## src/rtl/ptp_tc_pkg.sv

```systemverilog
package ptp_tc_pkg;
    localparam int unsigned DATA_W = 32;
    localparam int unsigned FRAC_W = 32;
    localparam int unsigned MAG_W  = DATA_W - 1;
    localparam int unsigned ADDR_W = 3;

    typedef enum logic [ADDR_W-1:0] {
        RA_TRIM  = 3'd0,
        RA_AUX   = 3'd1,
        RA_SUBNS = 3'd2,
        RA_NSLO  = 3'd3,
        RA_NSHI  = 3'd4
    } reg_addr_e;

    typedef enum logic [0:0] {
        TS_HALTED  = 1'b0,
        TS_RUNNING = 1'b1
    } tmr_state_e;

    typedef struct packed {
        logic             neg;
        logic [MAG_W-1:0] mag;
    } trim_t;
endpackage

```

## src/rtl/ptp_tc_ctrl_fsm.sv

```systemverilog
module ptp_tc_ctrl_fsm
    import ptp_tc_pkg::*;
(
    input  logic clk,
    input  logic rst_n,
    input  logic aux_wr,
    input  logic aux_halt,
    output logic tick_en,
    output logic halted
);
    tmr_state_e state_q;
    tmr_state_e state_d;

    // state register
    always_ff @(posedge clk or negedge rst_n) begin
        if (!rst_n) begin
            state_q <= TS_HALTED;
        end else begin
            state_q <= state_d;
        end
    end

    // transitions: START and STOP
    always_comb begin
        state_d = state_q;
        unique case (state_q)
            TS_HALTED: begin
                if (aux_wr && !aux_halt) begin
                    state_d = TS_RUNNING;
                end
            end
            TS_RUNNING: begin
                if (aux_wr && aux_halt) begin
                    state_d = TS_HALTED;
                end
            end
            default: state_d = TS_HALTED;
        endcase
    end

    // outputs
    always_comb begin
        tick_en = 1'b0;
        halted  = 1'b1;
        unique case (state_q)
            TS_RUNNING: begin
                tick_en = 1'b1;
                halted  = 1'b0;
            end
            default: begin
                tick_en = 1'b0;
                halted  = 1'b1;
            end
        endcase
    end
endmodule

```

## src/rtl/ptp_tc_frac_step.sv

```systemverilog
module ptp_tc_frac_step
    import ptp_tc_pkg::*;
#(
    parameter int unsigned NS_W     = 40,
    parameter int unsigned NOM_STEP = 8
) (
    input  logic [FRAC_W-1:0] acc_q,
    input  trim_t             trim,
    output logic [FRAC_W-1:0] acc_d,
    output logic [NS_W-1:0]   step
);
    localparam int unsigned PAD_W = FRAC_W + 1 - MAG_W;

    logic [FRAC_W:0] mag_x;
    logic [FRAC_W:0] sum;
    logic            over;

    assign mag_x = {{PAD_W{1'b0}}, trim.mag};

    always_comb begin
        if (trim.neg) begin
            sum = {1'b0, acc_q} - mag_x;
        end else begin
            sum = {1'b0, acc_q} + mag_x;
        end
        over  = sum[FRAC_W];
        acc_d = sum[FRAC_W-1:0];
        if (!over) begin
            step = NS_W'(NOM_STEP);
        end else if (trim.neg) begin
            step = NS_W'(NOM_STEP - 1);
        end else begin
            step = NS_W'(NOM_STEP + 1);
        end
    end
endmodule

```

## src/rtl/ptp_tc_time_core.sv

```systemverilog
module ptp_tc_time_core
    import ptp_tc_pkg::*;
#(
    parameter int unsigned NS_W     = 40,
    parameter int unsigned NOM_STEP = 8
) (
    input  logic              clk,
    input  logic              rst_n,
    input  logic              tick_en,
    input  logic              load,
    input  logic [NS_W-1:0]   load_val,
    input  trim_t             trim,
    output logic [NS_W-1:0]   ns_cnt,
    output logic [FRAC_W-1:0] frac_acc
);
    logic [FRAC_W-1:0] acc_nxt;
    logic [NS_W-1:0]   step;

    ptp_tc_frac_step #(
        .NS_W     (NS_W),
        .NOM_STEP (NOM_STEP)
    ) u_step (
        .acc_q (frac_acc),
        .trim  (trim),
        .acc_d (acc_nxt),
        .step  (step)
    );

    // load has priority over the tick of the same edge
    always_ff @(posedge clk or negedge rst_n) begin
        if (!rst_n) begin
            ns_cnt   <= '0;
            frac_acc <= '0;
        end else if (load) begin
            ns_cnt   <= load_val;
            frac_acc <= '0;
        end else if (tick_en) begin
            ns_cnt   <= ns_cnt + step;
            frac_acc <= acc_nxt;
        end
    end
endmodule

```

## src/rtl/ptp_tc_regbank.sv

```systemverilog
module ptp_tc_regbank
    import ptp_tc_pkg::*;
#(
    parameter int unsigned NS_W = 40
) (
    input  logic              clk,
    input  logic              rst_n,
    input  logic              bus_en,
    input  logic              bus_we,
    input  logic [ADDR_W-1:0] bus_addr,
    input  logic [DATA_W-1:0] bus_wdata,
    output logic [DATA_W-1:0] bus_rdata,
    input  logic [NS_W-1:0]   ns_cnt,
    input  logic [FRAC_W-1:0] frac_acc,
    input  logic              halted,
    output trim_t             trim,
    output logic              aux_wr,
    output logic              aux_halt,
    output logic              load,
    output logic [NS_W-1:0]   load_val
);
    localparam int unsigned HI_W = NS_W - DATA_W;

    logic              wr;
    logic              rd;
    logic [DATA_W-1:0] stage_lo;
    logic [NS_W-1:0]   snap_ns;
    logic [DATA_W-1:0] hi_word;
    logic [DATA_W-1:0] rd_mux;

    assign wr = bus_en && bus_we;
    assign rd = bus_en && !bus_we;

    generate
        if (HI_W < DATA_W) begin : g_hi_pad
            assign hi_word = {{(DATA_W - HI_W){1'b0}}, snap_ns[NS_W-1:DATA_W]};
        end else begin : g_hi_full
            assign hi_word = snap_ns[NS_W-1:DATA_W];
        end
    endgenerate

    always_comb begin
        aux_wr   = wr && (bus_addr == RA_AUX);
        aux_halt = bus_wdata[DATA_W-1];
        load     = wr && (bus_addr == RA_NSHI);
        load_val = {bus_wdata[HI_W-1:0], stage_lo};
    end

    always_comb begin
        case (bus_addr)
            RA_TRIM:  rd_mux = trim;
            RA_AUX:   rd_mux = {halted, {(DATA_W-1){1'b0}}};
            RA_SUBNS: rd_mux = frac_acc;
            RA_NSLO:  rd_mux = snap_ns[DATA_W-1:0];
            RA_NSHI:  rd_mux = hi_word;
            default:  rd_mux = '0;
        endcase
    end

    always_ff @(posedge clk or negedge rst_n) begin
        if (!rst_n) begin
            trim      <= '0;
            stage_lo  <= '0;
            snap_ns   <= '0;
            bus_rdata <= '0;
        end else begin
            if (wr) begin
                case (bus_addr)
                    RA_TRIM: trim     <= bus_wdata;
                    RA_NSLO: stage_lo <= bus_wdata;
                    default: ;
                endcase
            end
            if (rd) begin
                bus_rdata <= rd_mux;
                if (bus_addr == RA_SUBNS) begin
                    snap_ns <= ns_cnt;
                end
            end
        end
    end
endmodule

```

## src/rtl/ptp_time_counter.sv

```systemverilog
module ptp_time_counter
    import ptp_tc_pkg::*;
#(
    parameter int unsigned NS_W     = 40,
    parameter int unsigned NOM_STEP = 8
) (
    input  logic              clk,
    input  logic              rst_n,
    input  logic              bus_en,
    input  logic              bus_we,
    input  logic [ADDR_W-1:0] bus_addr,
    input  logic [DATA_W-1:0] bus_wdata,
    output logic [DATA_W-1:0] bus_rdata,
    output logic [NS_W-1:0]   cur_ns
);
    trim_t             trim_w;
    logic              aux_wr;
    logic              aux_halt;
    logic              load_w;
    logic [NS_W-1:0]   load_val;
    logic              tick_en;
    logic              halted;
    logic [FRAC_W-1:0] acc_w;

    ptp_tc_ctrl_fsm u_fsm (
        .clk      (clk),
        .rst_n    (rst_n),
        .aux_wr   (aux_wr),
        .aux_halt (aux_halt),
        .tick_en  (tick_en),
        .halted   (halted)
    );

    ptp_tc_regbank #(
        .NS_W (NS_W)
    ) u_regs (
        .clk       (clk),
        .rst_n     (rst_n),
        .bus_en    (bus_en),
        .bus_we    (bus_we),
        .bus_addr  (bus_addr),
        .bus_wdata (bus_wdata),
        .bus_rdata (bus_rdata),
        .ns_cnt    (cur_ns),
        .frac_acc  (acc_w),
        .halted    (halted),
        .trim      (trim_w),
        .aux_wr    (aux_wr),
        .aux_halt  (aux_halt),
        .load      (load_w),
        .load_val  (load_val)
    );

    ptp_tc_time_core #(
        .NS_W     (NS_W),
        .NOM_STEP (NOM_STEP)
    ) u_core (
        .clk      (clk),
        .rst_n    (rst_n),
        .tick_en  (tick_en),
        .load     (load_w),
        .load_val (load_val),
        .trim     (trim_w),
        .ns_cnt   (cur_ns),
        .frac_acc (acc_w)
    );
endmodule

```

## config.mk

```make
export PLATFORM = sky130hd
export DESIGN_NAME = ptp_time_counter
export DESIGN_NICKNAME = d
export VERILOG_FILES = /design/src/rtl/ptp_tc_pkg.sv /design/src/rtl/ptp_tc_ctrl_fsm.sv /design/src/rtl/ptp_tc_frac_step.sv /design/src/rtl/ptp_tc_time_core.sv /design/src/rtl/ptp_tc_regbank.sv /design/src/rtl/ptp_time_counter.sv
export SDC_FILE = /design/constraint.sdc
export NUM_CORES = 1
export LEC_CHECK = 0
export CAP_MARGIN = 10
export CELL_PAD_IN_SITES_DETAIL_PLACEMENT = 0
export CELL_PAD_IN_SITES_GLOBAL_PLACEMENT = 1
export CORE_MARGIN = 8
export CORE_UTILIZATION = 49
export CTS_CLUSTER_DIAMETER = 100
export CTS_CLUSTER_SIZE = 25
export DETAILED_ROUTE_END_ITERATION = 10
export GPL_TIMING_DRIVEN = 0
export PLACE_DENSITY_LB_ADDON = 0.1
export SETUP_SLACK_MARGIN = 0.5
export SLEW_MARGIN = 10
export SYNTH_ARGS = -nofsm -noshare
export SYNTH_HDL_FRONTEND = slang
export SYNTH_SLANG_ARGS = --single-unit
export TNS_END_PERCENT = 50
```

## constraint.sdc

```tcl
create_clock -name clk -period 13.1 [get_ports clk]
set_input_delay 1.965 -clock clk [delete_from_list [all_inputs] [get_ports clk]]
set_output_delay 1.965 -clock clk [all_outputs]
set_load 0.01 [all_outputs]
```

* Word-level counts from Yosys, hierarchy flattened *
Cells that the tools add are included.
Widths: inputs -> output; s select.

cells by class
  div/mod/pow operators = 0
  shifts and indexed selects = 0
  eq/ne operators = 4
  multiply operators = 0
  $add $sub $neg = 3
  multiplexer cells = 13
  magnitude comparators = 0
  reductions and logical operators = 13
  bitwise gates (word level) = 1

operator list
  cell                number
  $pmux 32 s5         1
  $mux 40             2
  $mux 32             2
  $add 40x4->40       1
  $add 32x31->33      1
  $mux 33             1
  $sub 32x31->33      1
  $mux 4              2
  $eq 3x2->1 const B  2
  $logic_and 1x1->1   6
  $reduce_and 2->1    3
  $mux 1              4
  $eq 3x1->1 const B  1
  $eq 3x3->1 const B  1
  $logic_not 3->1     1
  $logic_not 1->1     2
  $pmux 1 s2          1
  $reduce_bool 2->1   1
  $not 1->1           1

word-level totals
  bits in latches = 0
  output and inout port bits = 72
  input port bits = 39
  memories kept = 0
  memory bits (read-only) = 0
  logic and storage cells = 42
  bits in writable memories = 0
  register bits after elaboration = 209

* Logic depth before layout (Yosys ltp) *
Gate-level depths: netlist of run 1.

  word-level depth = 6
  mapped depth = 25
  gate-level depth less buffers = 24

* Cells and area by module *
Synthesis of run 1 repeated with hierarchy kept, for this count alone.

unflattened totals
  cells, all modules = 1432
  area, all modules = 14027.2 sq um

modules (own cells, without submodules)
  module            cells each  seq. area each (sq um)  instances  area an instance (sq um)
  ptp_tc_regbank    427         3403.3                  1          6004.5
  ptp_tc_time_core  589         1801.7                  1          5215.0
  ptp_tc_frac_step  412         0.0                     1          2770.2
  ptp_tc_ctrl_fsm   4           25.0                    1          37.5

* Least setup slack after synthesis of run 1 *
No wires, ideal clock.

  kind = register to register
  start = reg, netlist name u_regs.trim[8]
  end = reg u_core.ns_cnt[32]
  data required time = 12.964 ns
  cell stages (with the launch flop) = 22
  clock period less this slack = 4.932 ns
  path slack = 8.168 ns
  path buffers = 1
  data arrival time = 4.796 ns
  setup time = 0.136 ns
  cells stage by stage = dfrtp_1 -> or4_1 -> nor3_1 -> nand2_1 -> nor3_1 -> a21oi_1 -> xnor2_1 -> ha_1 -> nand4_1 -> nor4_2 -> nand4_1 -> o32ai_4 -> nor2_1 -> xor2_1 -> ha_1 -> nor2_1 -> nand2_1 -> a31oi_4 -> buf_2 -> nor3b_2 -> xnor2_1 -> a21oi_1

between the ends
  longest elaborated chain between the ends = 6
  elaborated cells between the ends (all ways) = 7
  classes of those cells = add/sub: 3; mux: 4

ends and longest elaborated chain
  what                                                     line                                            RTL
  $add 32x31->33 / $sub 32x31->33 (equally long branches)  ptp_tc_frac_step.sv:24, ptp_tc_frac_step.sv:22
  $mux 33 (*)                                              ptp_tc_frac_step.sv:21                          if (trim.neg) begin
  $mux 4 (*)                                               ptp_tc_frac_step.sv:28                          if (!over) begin
  $add 40x4->40 (*)                                        ptp_tc_time_core.sv:38                          ns_cnt <= ns_cnt + step;
  $mux 40 (*)                                              ptp_tc_time_core.sv:37                          end else if (tick_en) begin
  $mux 40 (*)                                              ptp_tc_time_core.sv:34                          end else if (load) begin
  to (signal assigned)                                     ptp_tc_time_core.sv:35                          ns_cnt <= load_val;
  to (signal assigned)                                     ptp_tc_time_core.sv:38
  to (decl)                                                ptp_tc_time_core.sv:13                          output logic [NS_W-1:0] ns_cnt,

Every way passes the cells marked *; elsewhere a longest branch is shown, timed or not. The select of a mux whose other input is x is not followed.
A chain may end at the register's enable or synchronous reset.

* Worst setup path after layout of run 1 *
  start = reg, netlist name u_regs.trim[2]
  end = reg u_core.ns_cnt[32]

between the ends
  longest elaborated chain between the ends = 6
  elaborated cells between the ends (all ways) = 7
  classes of those cells = add/sub: 3; mux: 4

ends and longest elaborated chain
  what                                                     line
  $add 32x31->33 / $sub 32x31->33 (equally long branches)  ptp_tc_frac_step.sv:24, ptp_tc_frac_step.sv:22
  $mux 33 (*)                                              ptp_tc_frac_step.sv:21
  $mux 4 (*)                                               ptp_tc_frac_step.sv:28
  $add 40x4->40 (*)                                        ptp_tc_time_core.sv:38
  $mux 40 (*)                                              ptp_tc_time_core.sv:37
  $mux 40 (*)                                              ptp_tc_time_core.sv:34

Marked as above.

==> results of run 1 <==
-- logic make-up after synthesis --
family / after synthesis / share of synthesized area, %
and+or+nand+nor: 352 / 14.4
AOI/OAI and AO/OA: 254 / 13.5
DFF: 209 / 44.5
muxes: 151 / 14.0
xor gates and xnor gates: 88 / 6.55
buffers and inverters: 88 / 2.99
adders and majority gates: 37 / 4.00
-- path summary, 6_finish.rpt --
kind,endpoint,from,slack (ns)
min reg2reg,u_core.ns_cnt[13],u_regs.stage_lo[13],0.48
max,u_core.ns_cnt[32],u_regs.trim[2],6.43
min,u_core.ns_cnt[13],u_regs.stage_lo[13],0.48
min in group asynchronous,u_regs.stage_lo[6],rst_n,1.49
max reg2reg,u_core.ns_cnt[32],u_regs.trim[2],6.43
max in group asynchronous,u_core.frac_acc[29],rst_n,10.65
-- cell usage in the layout, fill, tap and decap left out, types with 31 or more instances in the layout --
cell	Yosys	layout
clkbuf_1	40	40
a22o_1	31	31
dfrtp_1	209	209
mux2i_1	49	49
a21oi_1	67	67
nor2_1	104	104
o21ai_0	72	72
xnor2_1	72	72
mux2_2	101	101
clkdlybuf4s50_1	0	108
ha_1	36	36
nand2_1	116	116
-- layout make-up --
class / count / area (um^2)
Buffer: 58 / 239
Clock buffer: 14 / 339
Clock inverter: 4 / 22.5
Fill cell: 2117 / 9860
Inverter: 30 / 113
Multi-Input combinational cell: 882 / 6180
Sequential cell: 209 / 5230
Tap cell: 319 / 399
Timing Repair Buffer: 112 / 1160
-- metal layers --
layer	vias up	share of wire [%]	wire [um]	global-route usage [%]
met5	-	0	0	0
met1	4703	44	16000	33.3
met4	0	2.6	929	6.65
met3	46	5.7	2050	3.78
li1	4420	-	-	-
met2	285	48	17300	42.5
-- power by group --
| part | leakage (nW) | switching, mW | total [mW] | internal, mW |
|---|---|---|---|---|
| logic | 2.97 | 0.770 | 1.44 | 0.666 |
| registers | 2.56 | 0.229 | 1.07 | 0.844 |
| clock network | 0.179 | 0.227 | 0.415 | 0.188 |
-- registers in the layout, indices dropped and copies added (netlist names), named ones only --
register and count:
u_core.frac_acc 32, u_regs.stage_lo 32, u_core.ns_cnt 40, u_regs.snap_ns 40, u_regs.bus_rdata 32, u_regs.trim 32
-- worst register-to-register path: cells and delay by family, from the launching register on --
kind / cells / cell delay (ns)
compound gates: 4 / 1.37
xor+xnor: 3 / 0.51
fa+ha+maj: 2 / 0.63
buf+inv: 2 / 0.59
flops: 1 / 0.38
simple gates: 11 / 3.06
-- per-stage QoR --
step                      worst slack [ns]  instance area, um^2  util (%)
after global placement                1.03                13200      56.3
after detailed placement              6.55                13300      56.6
after global routing                  5.92                13700      58.1
final                                 6.43                13700      58.1
after floorplan                       8.17                11800         -
after CTS                             6.51                13700      58.1
==> results.md, run 1 <==
* Outcome: finished, final reports clean
* Max clock buf depth at 3
* Residual DRC at 0
* Placed insts at 1,610
* Worst-case reg-to-reg path depth at 22
* Port bufs at 109
* Hold Crit Depth at 2
* Synth unique cells at 65
* Critical-path maximum fanout at 10
* Setup clock skew after layout at 0.0346 ns
* Sequential fraction of the synthesis area at 44.5%
* Vias in the first global route at 9,461
* Non-Filler Instances at 1,628
* Post-cts resize count at 0
* Area contributors post-synth: dfrtp_1 44%, mux2_2 9.7%, xnor2_1 5.4%
* Antenna cells at 0
* Setup Fix Bufs, Post-CTS at 0
* 1st-iter DRT viols at 793
* Vias per inst at 5.81
* Achievable Freq at 0.150 GHz
* Gr ovfl total at 0
* Post-synth EDFFs at 0
* Sink Count at 209
* Die height at 171 um
* Min Tclk post-route at 6.67 ns
* CTS tree: built
* CP cell instances: clkbuf_1, nor4_1, nand2_1, nor3_1, nand2_1, nor3_1, a21oi_1, xnor2_1, ha_1, nand4_1, or3_1, o2111ai_1, nor2_1, xor2_1, ha_1, nor2_1, nand2_1, a31oi_4, buf_2, nor3b_2, xnor2_1, a21oi_1
* Skew-Pair Late Insertion Delay at 0.50 ns
* Worst endpoint required time at 13.42 ns
* # H-tree levels at 1
* Pleak at 5.71 nW
* Max transition margin at 40.0%
* Final Hold Viols at 0
* Initial Util at 49.9%
* CP Data Arrival Time at 6.99 ns
* Site row count at 56
* Pin count of the biggest net entering global routing at 108
* Share of cells above drive strength 1 at 11.8%
* DR pass1 iterations at 7
* Async SR Flop Fraction at 100%
* CTS Buf Count at 12
* CTS root buffer: clkbuf_16
* GRT Total Usage at 25.1%
* Core footprint at 0.0235 mm^2
* Synth area leader: dfrtp_1
* Final setup TNS at 0 ns
* Slew @ Worst Pin at 0.900 ns
* Hold/Removal Path Class: reg2reg
* First-pass GRT wire length at 56,100 um
* CP top delay family: simple AND/OR/NAND/NOR gates
* Drt total wl at 36,300 um
* Yosys warns at 0
* Routability Congestion at 0.891
* Unrepaired setup endpoints after global routing: no
* Hold_buf cts at 0
* CP max stage delay at 0.67 ns
* Mapped Cells at 1,179
* Post-Syn Nets at 1,255
* Worst setup EP type: register
* Initial antenna violation count at 0
* Synth Register Bits at 209
* WP depth at 22
* Pwr/cell area at 214 mW/mm^2
* Final Cycle Share at 50.9%
* Critical path class: reg2reg
* Count leader, synth: dfrtp_1
* Most frequent cell on the critical path: nand2_1
* WL/cell at 22.3 um
* Nets at 1,381
* IO Pins at 111
* Detail Route Antenna Nets at 0
* Top FF cell, synth: dfrtp_1
* Synth cell count leaders: 209 x dfrtp_1, 116 x nand2_1, 104 x nor2_1
* Peak supply drop at 0.000135 V
* CP max-delay cell: o2111ai_1
* Die area at 0.0292 mm^2
* CP bufs+invs at 2
* Via count at 9,454
* Mapped cell area at 0.0118 mm^2
* Worst-path clk slew at 0.10 ns
* Critical path launch point type: register
* Top cell type's share of synthesized area at 44.5%
* Total power at 2.92 mW
* Setup Viol. Count Final at 0
* Worst Hold Slack at 0.483 ns
* DIE WIDTH at 171 um
* Pins over their slew limit at 0
* Area Growth Syn to Fin at 16.4%
* Max_cap viols at 0
* DP HPWL at 27,900 um
* Mean post-synth cell area at 9.97 um^2
Power figures use the tool's default switching activity.
==> inputs of run 2 (changes only) <==
--- a/config.mk
+++ b/config.mk
@@ -9,7 +9,7 @@
 export CELL_PAD_IN_SITES_DETAIL_PLACEMENT = 0
 export CELL_PAD_IN_SITES_GLOBAL_PLACEMENT = 1
 export CORE_MARGIN = 8
-export CORE_UTILIZATION = 49
+export CORE_UTILIZATION = 46
 export CTS_CLUSTER_DIAMETER = 100
 export CTS_CLUSTER_SIZE = 25
 export DETAILED_ROUTE_END_ITERATION = 10
==> constraint.sdc (replaced) <==
create_clock -name clk -period 6.7 [get_ports clk]
set_input_delay 1.005 -clock clk [delete_from_list [all_inputs] [get_ports clk]]
set_output_delay 1.005 -clock clk [all_outputs]
set_load 0.01 [all_outputs]
==> run 2 against run 1 <==
Net effect:
- routed wire length increased by 1.6%
- via count decreased by 0.41%
- clock power increased by 110%
- total power increased by 100%
- global-route usage decreased by 1.6 points
- count of clock-buffer cells in the layout increased by 1
- non-clock buffer count increased by 4
- critical path type unchanged
==> results.md, run 2 (same netlist as run 1, synthesis figures left out) <==
* Initial antenna violation count at 0
* R2R setup slack at 0.91 ns
* Critical path launch point type: register
* 1st-iter DRT viols at 670
* Slew @ Worst Pin at 0.896 ns
* Nets at 1,386
* Antenna cells at 0
* WL/cell at 22.4 um
* First-pass GRT wire length at 56,000 um
* Clock power share at 14.9%
* Drt total wl at 36,900 um
* Final Hold Viols at 0
* Unrepaired setup endpoints after global routing: no
* Min Tclk post-route at 5.79 ns
* CP max-delay cell: or4_1
* Area Growth Syn to Fin at 17.6%
* Pin count of the biggest net entering global routing at 107
* Sink Count at 209
* Critical-path maximum fanout at 10
* P_int at 3.37 mW
* CP max stage delay at 0.67 ns
* Worst R2R End: u_core.ns_cnt[32]
* Die height at 176 um
* Die area at 0.0309 mm^2
* Skew-Pair Late Insertion Delay at 0.49 ns
* Vias per inst at 5.73
* Max transition margin at 40.3%
* R2r startpoint: u_regs.trim[8]
* Worst-path clk slew at 0.10 ns
* Vias in the first global route at 9,335
* Pleak at 5.76 nW
* Net Sw Frac at 42.2%
* Setup Viol. Count Final at 0
* Worst endpoint required time at 7.04 ns
* Max_cap viols at 0
* IO Pins at 111
* Critical path class: reg2reg
* Site row count at 58
* Most frequent cells in the layout: 209 x dfrtp_1, 116 x nand2_1, 108 x clkdlybuf4s50_1
* Hold/Removal Path Class: in2async
* DIE WIDTH at 176 um
* CP Data Arrival Time at 6.13 ns
* Max clock buf depth at 3
* Achievable Freq at 0.173 GHz
* CP cell instances: or4_1, nor3_2, nand2_1, nor3_4, a21oi_1, xnor2_1, ha_1, nand4_1, nor4_4, nand4_1, o32ai_4, nor2_1, xor2_1, ha_1, nor2_1, nand2_1, a31oi_4, buf_4, nor3b_2, xnor2_1, a21oi_1
* Pwr/cell area at 422 mW/mm^2
* Worst setup EP type: register
* Routability Congestion at 0.901
* Final Cycle Share at 86.4%
* Initial Util at 46.8%
* Placed Area at 0.0133 mm^2
* Setup clock skew after layout at 0.0219 ns
* Share of cells above drive strength 1 at 12.6%
* CTS root buffer: clkbuf_16
* Peak supply drop at 0.000214 V
* Power share of the combinational group at 49.2%
* Pins over their slew limit at 0
* Total power at 5.83 mW
* CTS Buf Count at 13
* Detail Route Antenna Nets at 0
* Final instance area at 0.0138 mm^2
* CTS tree: built
* GRT Total Usage at 23.6%
* DR pass1 iterations at 7
* Sequential share of power at 36.0%
* Residual DRC at 0
* Port bufs at 109
* Gr ovfl total at 0
* Commonest non-fill, non-tap cell in the layout: dfrtp_1
* Outcome: finished, final reports clean
* Regs by FF count: u_core.ns_cnt x40, u_regs.snap_ns x40
* # H-tree levels at 1
* Core footprint at 0.0251 mm^2
* Worst-case reg-to-reg path depth at 21
* Net switching power at 2.46 mW
* Placement Setup Slack at 0.219 ns
* DP HPWL at 28,500 um
* Final setup margin at 0.911 ns
* Via count at 9,415
==> run 2: power groups by stage <==
| stage | logic, mW | clock network, mW | registers [mW] |
|---|---|---|---|
| after global routing | 3.18 | 0.918 | 2.14 |
| final | 2.87 | 0.866 | 2.10 |
| after global placement | 2.77 | 0 | 2.12 |
| after detailed placement | 2.80 | 0 | 2.12 |
| after floorplan | 1.98 | 0 | 1.98 |
| after CTS | 2.82 | 0.879 | 2.10 |
==> run 2: critical path, delay by kind of cell (launching register included) <==
family | cells | cell delay (ns)
AND/OR/NAND/NOR | 11 | 2.77
AO/OA/AOI/OAI | 4 | 0.96
adder cells (fa/ha/maj) | 2 | 0.64
flip-flops | 1 | 0.50
XOR/XNOR | 3 | 0.46
buffers and inverters | 1 | 0.30
==> run 2: routing by layer <==
layer  vias to the layer above  wire (um)  track usage, %
met4                         0       1130            7.14
met5                         -          0               0
met1                      4675      16900            32.2
met2                       242      17100            38.1
met3                        52       1750            3.50
li1                       4446          -               -
==> run 2: how the worst max path moves through the flow <==
stage | from | end | slack [ns]
detailed placement | u_regs.trim[2] | u_core.ns_cnt[6] | 0.22
global placement | rst_n | u_core.frac_acc[6] | -4.47
floorplan | u_regs.trim[8] | u_core.ns_cnt[32] | 1.77
CTS | u_regs.trim[2] | u_core.ns_cnt[18] | 0.57
finish | u_regs.trim[8] | u_core.ns_cnt[32] | 0.91
global route | u_regs.trim[2] | u_core.ns_cnt[22] | 0.51
==> run 2: metrics by stage <==
stage	hold slack, ns	cells	setup TNS, ns	util (%)
2_1_floorplan	0.444	1179	0	-
3_3_place_gp	0.454	1618	-929.14	52.8
3_5_place_dp	0.467	1621	0	53.1
4_1_cts	0.398	1640	0	54.8
5_1_grt	0.403	1644	0	55.1
6_report	0.379	1644	0	55.1
==> run 2: what timing repair did <==
item | CTS | global route
pin swaps | 0 | 2
setup endpoints to repair | 11 | 28
hold endpoints to repair | 0 | 0
buffers inserted | 0 | 4
hold buffers | 0 | 0
resized for setup | 4 | 8
==> run 2: final cells by class <==
type	count	area, um^2
Buffer	58	241
Clock inverter	4	47.5
Fill cell	2400	11300
Tap cell	330	413
Timing Repair Buffer	116	1190
Inverter	30	113
Sequential cell	209	5230
Clock buffer	15	353
Multi-Input combinational cell	882	6240
